## config.mk

```make
export PLATFORM = sky130hd
export DESIGN_NAME = pin_irq_detector
export DESIGN_NICKNAME = d
export VERILOG_FILES = /design/src/rtl/pin_irq_pkg.sv /design/src/rtl/irq_cfg_regs.sv /design/src/rtl/irq_edge_detect.sv /design/src/rtl/irq_status_reg.sv /design/src/rtl/pin_irq_detector.sv
export SDC_FILE = /design/constraint.sdc
export NUM_CORES = 1
export LEC_CHECK = 0
export BUFFER_PORTS_ARGS = -buffer_cell sky130_fd_sc_hd__buf_2
export CAP_MARGIN = 10
export CORE_UTILIZATION = 40
export CTS_CLUSTER_DIAMETER = 200
export DETAILED_ROUTE_END_ITERATION = 8
export SYNTH_ARGS = -nofsm -noshare
export SYNTH_HDL_FRONTEND = slang
export SYNTH_SLANG_ARGS = --single-unit
```

## constraint.sdc

```tcl
create_clock -name clk_i -period 3.3 [get_ports clk_i]
set_clock_uncertainty 0.2 [all_clocks]
set_input_delay 0.495 -clock clk_i [delete_from_list [all_inputs] [get_ports clk_i]]
set_output_delay 0.495 -clock clk_i [all_outputs]
set_load 0.005 [all_outputs]
```

## src/rtl/pin_irq_pkg.sv

```systemverilog
package pin_irq_pkg;

  // Byte offsets of the register bank; software decodes these.
  localparam logic [4:0] OFF_ENABLE = 5'h00;
  localparam logic [4:0] OFF_TYPE0  = 5'h04;
  localparam logic [4:0] OFF_TYPE1  = 5'h08;
  localparam logic [4:0] OFF_TYPE2  = 5'h0C;
  localparam logic [4:0] OFF_STATUS = 5'h10;

  // Configuration words, in offset order (offset = index * 4).
  typedef enum logic [1:0] {
    CFG_ENABLE = 2'd0,
    CFG_TYPE0  = 2'd1,
    CFG_TYPE1  = 2'd2,
    CFG_TYPE2  = 2'd3
  } cfg_sel_e;

  localparam int CFG_WORDS = 4;

endpackage

```

## src/rtl/irq_cfg_regs.sv

```systemverilog
module irq_cfg_regs #(
  parameter int NPINS  = 32,
  parameter int ADDR_W = 5
) (
  input  logic              clk_i,
  input  logic              rst_i,
  input  logic              wr_en_i,
  input  logic [ADDR_W-1:0] addr_i,
  input  logic [NPINS-1:0]  wdata_i,
  output logic [NPINS-1:0]  en_o,
  output logic [NPINS-1:0]  t0_o,
  output logic [NPINS-1:0]  t1_o,
  output logic [NPINS-1:0]  t2_o
);
  import pin_irq_pkg::*;

  logic [NPINS-1:0] cfg_q [CFG_WORDS];

  // One register word per configuration field, decoded by offset.
  for (genvar k = 0; k < CFG_WORDS; k++) begin : g_cfg
    localparam logic [ADDR_W-1:0] MY_OFF = ADDR_W'(k * 4);
    always_ff @(posedge clk_i) begin
      if (rst_i) begin
        cfg_q[k] <= '0;
      end else if (wr_en_i && (addr_i == MY_OFF)) begin
        cfg_q[k] <= wdata_i;
      end
    end
  end

  assign en_o = cfg_q[CFG_ENABLE];
  assign t0_o = cfg_q[CFG_TYPE0];
  assign t1_o = cfg_q[CFG_TYPE1];
  assign t2_o = cfg_q[CFG_TYPE2];

endmodule

```

## src/rtl/irq_edge_detect.sv

```systemverilog
module irq_edge_detect #(
  parameter int NPINS = 32
) (
  input  logic             clk_i,
  input  logic             rst_i,
  input  logic [NPINS-1:0] pin_i,
  input  logic [NPINS-1:0] en_i,
  input  logic [NPINS-1:0] t0_i,
  input  logic [NPINS-1:0] t1_i,
  input  logic [NPINS-1:0] t2_i,
  output logic [NPINS-1:0] evt_o
);

  logic [NPINS-1:0] prev_q;

  always_ff @(posedge clk_i) begin
    if (rst_i) prev_q <= '0;
    else       prev_q <= pin_i;
  end

  for (genvar i = 0; i < NPINS; i++) begin : g_pin
    logic rise, fall, edge_hit, lvl_hit;
    always_comb begin
      rise     = pin_i[i] & ~prev_q[i];
      fall     = ~pin_i[i] & prev_q[i];
      // type bit 2 widens edge mode to both edges
      edge_hit = t2_i[i] ? (rise | fall) : (t0_i[i] ? rise : fall);
      // type bit 0 is the active level in level mode
      lvl_hit  = t0_i[i] ? pin_i[i] : ~pin_i[i];
      evt_o[i] = en_i[i] & (t1_i[i] ? lvl_hit : edge_hit);
    end
  end

endmodule

```

## src/rtl/irq_status_reg.sv

```systemverilog
module irq_status_reg #(
  parameter int NPINS  = 32,
  parameter int ADDR_W = 5
) (
  input  logic              clk_i,
  input  logic              rst_i,
  input  logic              wr_en_i,
  input  logic [ADDR_W-1:0] addr_i,
  input  logic [NPINS-1:0]  wdata_i,
  input  logic [NPINS-1:0]  evt_i,
  input  logic [NPINS-1:0]  en_i,
  output logic [NPINS-1:0]  status_o,
  output logic              irq_o
);
  import pin_irq_pkg::*;

  localparam logic [ADDR_W-1:0] STAT_OFF = ADDR_W'(OFF_STATUS);

  logic [NPINS-1:0] status_q;
  logic [NPINS-1:0] clr_mask;
  logic             irq_q;

  always_comb begin
    clr_mask = (wr_en_i && (addr_i == STAT_OFF)) ? wdata_i : '0;
  end

  // New events are ORed after the clear, so an event wins a collision.
  always_ff @(posedge clk_i) begin
    if (rst_i) status_q <= '0;
    else       status_q <= (status_q & ~clr_mask) | evt_i;
  end

  always_ff @(posedge clk_i) begin
    if (rst_i) irq_q <= 1'b0;
    else       irq_q <= |(status_q & en_i);
  end

  assign status_o = status_q;
  assign irq_o    = irq_q;

endmodule

```

## src/rtl/pin_irq_detector.sv

```systemverilog
module pin_irq_detector #(
  parameter int NPINS  = 32,
  parameter int ADDR_W = 5
) (
  input  logic              clk_i,
  input  logic              rst_i,
  input  logic [NPINS-1:0]  pin_i,
  input  logic              wr_en_i,
  input  logic              rd_en_i,
  input  logic [ADDR_W-1:0] addr_i,
  input  logic [NPINS-1:0]  wdata_i,
  output logic [NPINS-1:0]  rdata_o,
  output logic              irq_o
);
  import pin_irq_pkg::*;

  logic [NPINS-1:0] en_q, t0_q, t1_q, t2_q;
  logic [NPINS-1:0] evt;
  logic [NPINS-1:0] status_q;
  logic [NPINS-1:0] rd_mux;
  logic [NPINS-1:0] rdata_q;

  irq_cfg_regs #(.NPINS(NPINS), .ADDR_W(ADDR_W)) u_cfg (
    .clk_i  (clk_i),
    .rst_i  (rst_i),
    .wr_en_i(wr_en_i),
    .addr_i (addr_i),
    .wdata_i(wdata_i),
    .en_o   (en_q),
    .t0_o   (t0_q),
    .t1_o   (t1_q),
    .t2_o   (t2_q)
  );

  irq_edge_detect #(.NPINS(NPINS)) u_det (
    .clk_i(clk_i),
    .rst_i(rst_i),
    .pin_i(pin_i),
    .en_i (en_q),
    .t0_i (t0_q),
    .t1_i (t1_q),
    .t2_i (t2_q),
    .evt_o(evt)
  );

  irq_status_reg #(.NPINS(NPINS), .ADDR_W(ADDR_W)) u_stat (
    .clk_i   (clk_i),
    .rst_i   (rst_i),
    .wr_en_i (wr_en_i),
    .addr_i  (addr_i),
    .wdata_i (wdata_i),
    .evt_i   (evt),
    .en_i    (en_q),
    .status_o(status_q),
    .irq_o   (irq_o)
  );

  always_comb begin
    case (addr_i)
      ADDR_W'(OFF_ENABLE): rd_mux = en_q;
      ADDR_W'(OFF_TYPE0):  rd_mux = t0_q;
      ADDR_W'(OFF_TYPE1):  rd_mux = t1_q;
      ADDR_W'(OFF_TYPE2):  rd_mux = t2_q;
      ADDR_W'(OFF_STATUS): rd_mux = status_q;
      default:             rd_mux = '0;
    endcase
  end

  always_ff @(posedge clk_i) begin
    if (rst_i)        rdata_q <= '0;
    else if (rd_en_i) rdata_q <= rd_mux;
  end

  assign rdata_o = rdata_q;

endmodule

```

==> results list <==
* Peak ir drop on the vdd network: 0.312 mV
* Clock slew at the register clock pins of the worst setup and hold paths: 60 ps
- Distinct cell type count of the synthesized netlist: 35
- Met1 layer usage reported by global route: 33.3%
- Measured along the y axis, the die boundary spans between 150 and 200 µm.
- The worst setup path is captured at a flop.
- The kind of cell with the highest combined delay along the critical path is buffers and inverters.
- Total of endpoints with negative setup slack in the final report: 0
- Clock root cell: clkbuf_16
- Global placement routability congestion: 0.825
* Estimated wirelength of the detail-placed design: 24.1 mm
- Number of clock sinks seen by CTS: 225
- Kind of start point of the critical path: input port
- The commonest cells after synthesis are edfxtp_1 (128), inv_1 (98), dfxtp_1 (97), mux2_2 (96), nor4_1 (96).
- Cell-by-cell trace of the critical path: buf_2, buf_4, mux2_2, a221oi_1, a211oi_1
- At the pin with the least slew margin, the transition time is ~750 ps.
* Worst-Skew Late Latency: 530 ps
* Data required time of the critical path: roughly 3500 ps
- The worst path uses 63.4% of the clock period.
- The critical path is of the input port to flop type.
* Global Route met3 Usage: 3.29%
- Die area: 31400 µm²
- Overall power of the completed layout: 6.97 mW
- The synthesized netlist occupies a cell area of approximately 12000 µm².
- For this run the aggregate overflow at the end of global routing stands at 0.
- Total length of routed wires: approximately 38 mm
* Share of the yosys chip area belonging to registers: 47.1%
* First-pass GRT wire length: 57.5 mm
- Minimum hold slack: 40.0 ps
- Via count of the first global-routing pass: slightly below 10k
- The most common cell in the synthesized netlist is edfxtp_1.
- # IOs: ~110
- Counting cells, the worst reg-to-reg path comes to 3.
- The number of gates resized after CTS was 0.
- Count of flip-flops with a built-in enable after synthesis: roughly 130
- STA puts the critical path data arrival time at 2270 ps.
- Via-per-instance ratio: 5.98
- The critical path contains buffers and inverters numbering 2 combined.
- Global router's overall resource usage: between 20% and 30%
* Max Fclk: 0.478 GHz
- After routing the design area is 14100 µm².
- The endpoint identified for the worst register-to-register timing path is u_stat.irq_o.
* Total setup buffers inserted after CTS: 0
- Max Root-Sink Buffers: 3
- Synthesis produced 1160 cells.
- Initial antenna violation count: 1
- The core region is 30000 µm².
- The largest total area in the synthesized netlist belongs to edfxtp_1.
- In this run the most critical hold path is launched from pin_i[16].
* Fin nets: 1382
- Worst Hold End: u_det.prev_q[16]
* Peak-usage layer in the global routing report: met2
- The number of failing hold endpoints at the final stage came to 0.
* Number of DRC markers in iteration 0: 938
- Global routing used 39.2% of the available met2 tracks.
* Static power due to leakage: 5.17 nW
- Min cycle time layout: 2090 ps
- The most used flip-flop cell after synthesis is edfxtp_1.
* H-tree depth: 1
* Number of iterations in the first detailed-routing pass: 7
* Routed wirelength normalized by instance count: 22.9 µm
- For this run, asynchronously set or reset flops after synthesis account for 0%.
- In this run the tool buffered the top-level ports with 105 buffer cells.
- Entering global routing, the biggest net connects 112 pins.
- Once the floorplan was initialized, standard cells occupied 41.0% of the core.
* Die span in x: 177 µm
* Syn-to-layout area delta: 15.0%
* Status: finished, final reports clean
- In this run the worst hold path is classified as input port to flop.
- Minimum setup slack among reg-to-reg paths: between 1000 and 1500 ps
- CP peak stage delay: 570 ps
- Setup repair after global routing missed its margin: no
- By area the synthesized netlist is led by edfxtp_1 (31%), dfxtp_1 (16%), mux2_2 (8.8%).
- In this run the mean area of a mapped cell was 10.6 µm².
- In this run, CTS created clock tree buffers numbering 26.
- TritonCTS clock tree: built
- Summed over its instances, the top area cell type makes up 31.3% of the synthesized netlist area.
* Number of standard-cell rows in the floorplan: between 60 and 70
- The routed layout has approximately 10k vias.
- The number of nets in the synthesized netlist is roughly 1.3k.
- Hold Path Stages: 3
* Total DRC errors in the routed layout: 0
- Headroom to the max-slew limit came out at 50.1%.
- Hold buffers post-CTS: 0
* Cell with the largest stage delay on the worst path: buf_2
- Critical-path maximum fanout: 26
* Cell area after placement: 13300 µm²
* Slew Limit Fails: 0
- Fraction of final layout cells with drive strength greater than 1: between 20 and 25%
- The tool flagged a number of max-cap violations equal to 0.
* Register bit total from synthesis: 225
- Dividing total power by cell area gives a power density of 494 nW/µm².
* Count of nets left with antenna violations after detail routing: 0
- Synth Warn #: 0
- After routing, the total negative slack on setup checks comes to 0 ps.
* Launching point of the worst reg2reg path: u_cfg.cfg_q[0][17]
-- tightest hold or removal path, cell delays in order --
cell,delay [ps]
buf_2,120
inv_1,70
nor2_1,40
-- report_power, final --
| group | internal (mW) | switching [mW] | leakage (nW) |
|---|---|---|---|
| combinational | 0.322 | 0.485 | 2.74 |
| sequential | 3.13 | 0.157 | 2.02 |
| clock | 1.72 | 1.16 | 0.418 |
| total | 5.17 | 1.80 | 5.17 |
-- cells by family (layout without fill, tap and decap cells) --
logic type                 Yosys count  count (layout)  synth area share (%)
and+or+nand+nor                    346             346                  16.6
xor gates and xnor gates            32              32                  2.28
AOI/OAI and AO/OA                  209             209                  12.5
muxes                               96              96                  8.80
other                                0               1                     0
buffers and inverters              188             293                  6.23
adders and majority gates           64              64                  6.52
DFF                                225             225                  47.1
-- cell usage in the layout, fill, tap and decap left out, types with 3 or more instances in the layout --
cell and instances:
clkbuf_1 9, a22oi_1 16, nand4_1 36, clkinv_2 6, buf_4 41, edfxtp_1 128
xnor2_1 32, ha_1 64, o31ai_1 31, mux2_2 96, nand3_1 37, inv_1 98
buf_2 104, nor4_1 96, nand2_1 36, and2_1 32, nor3b_1 32, clkbuf_16 27
a221oi_1 32, nor2_1 33, nor2b_1 32, clkbuf_8 3, a211oi_1 32, o211ai_1 63
a21oi_1 32, dfxtp_1 97
-- sequential cells by signal, summed over array words and instances, names as in the netlist --
signal and flops:
u_det.prev_q 32, u_cfg.cfg_q 128, u_stat.status_o 32, rdata_o 32, u_stat.irq_o 1
-- layout make-up --
cell class / count / area [µm²]
clock inverters: 9 / 93.8
inverters: 98 / 368
flip-flops and latches: 225 / 5790
multi-input cells: 747 / 5760
clock buffers: 39 / 751
fillers: 2825 / 15800
repair buffers: 147 / 868
well taps: 390 / 488
diodes: 1 / 2.50
-- metal layers --
metal  wire (µm)  vias to the layer above
met2       17600                      437
met1       16600                     4864
met4         851                        0
li1            -                     4552
met5           0                        -
met3        2920                       55
-- how the worst max path moves through the flow --
stage	startpoint	to	depth (start not counted)
floorplan	addr_i[4]	u_cfg.cfg_q[2][0]	5
global placement	addr_i[2]	rdata_o[7]	5
detailed placement	addr_i[2]	rdata_o[15]	5
CTS	addr_i[2]	rdata_o[8]	5
global route	addr_i[2]	u_stat.status_o[31]	5
finish	addr_i[2]	rdata_o[0]	5
-- per-stage QoR --
stage,worst slack [ps],utilization [%],instances
4_1_cts,1270,47.1,1655
3_3_place_gp,789,44.3,1607
6_report,1210,47.1,1656
5_1_grt,1120,47.1,1655
3_5_place_dp,731,44.3,1607
2_1_floorplan,582,-,1160
Power figures use the tool's default switching activity.
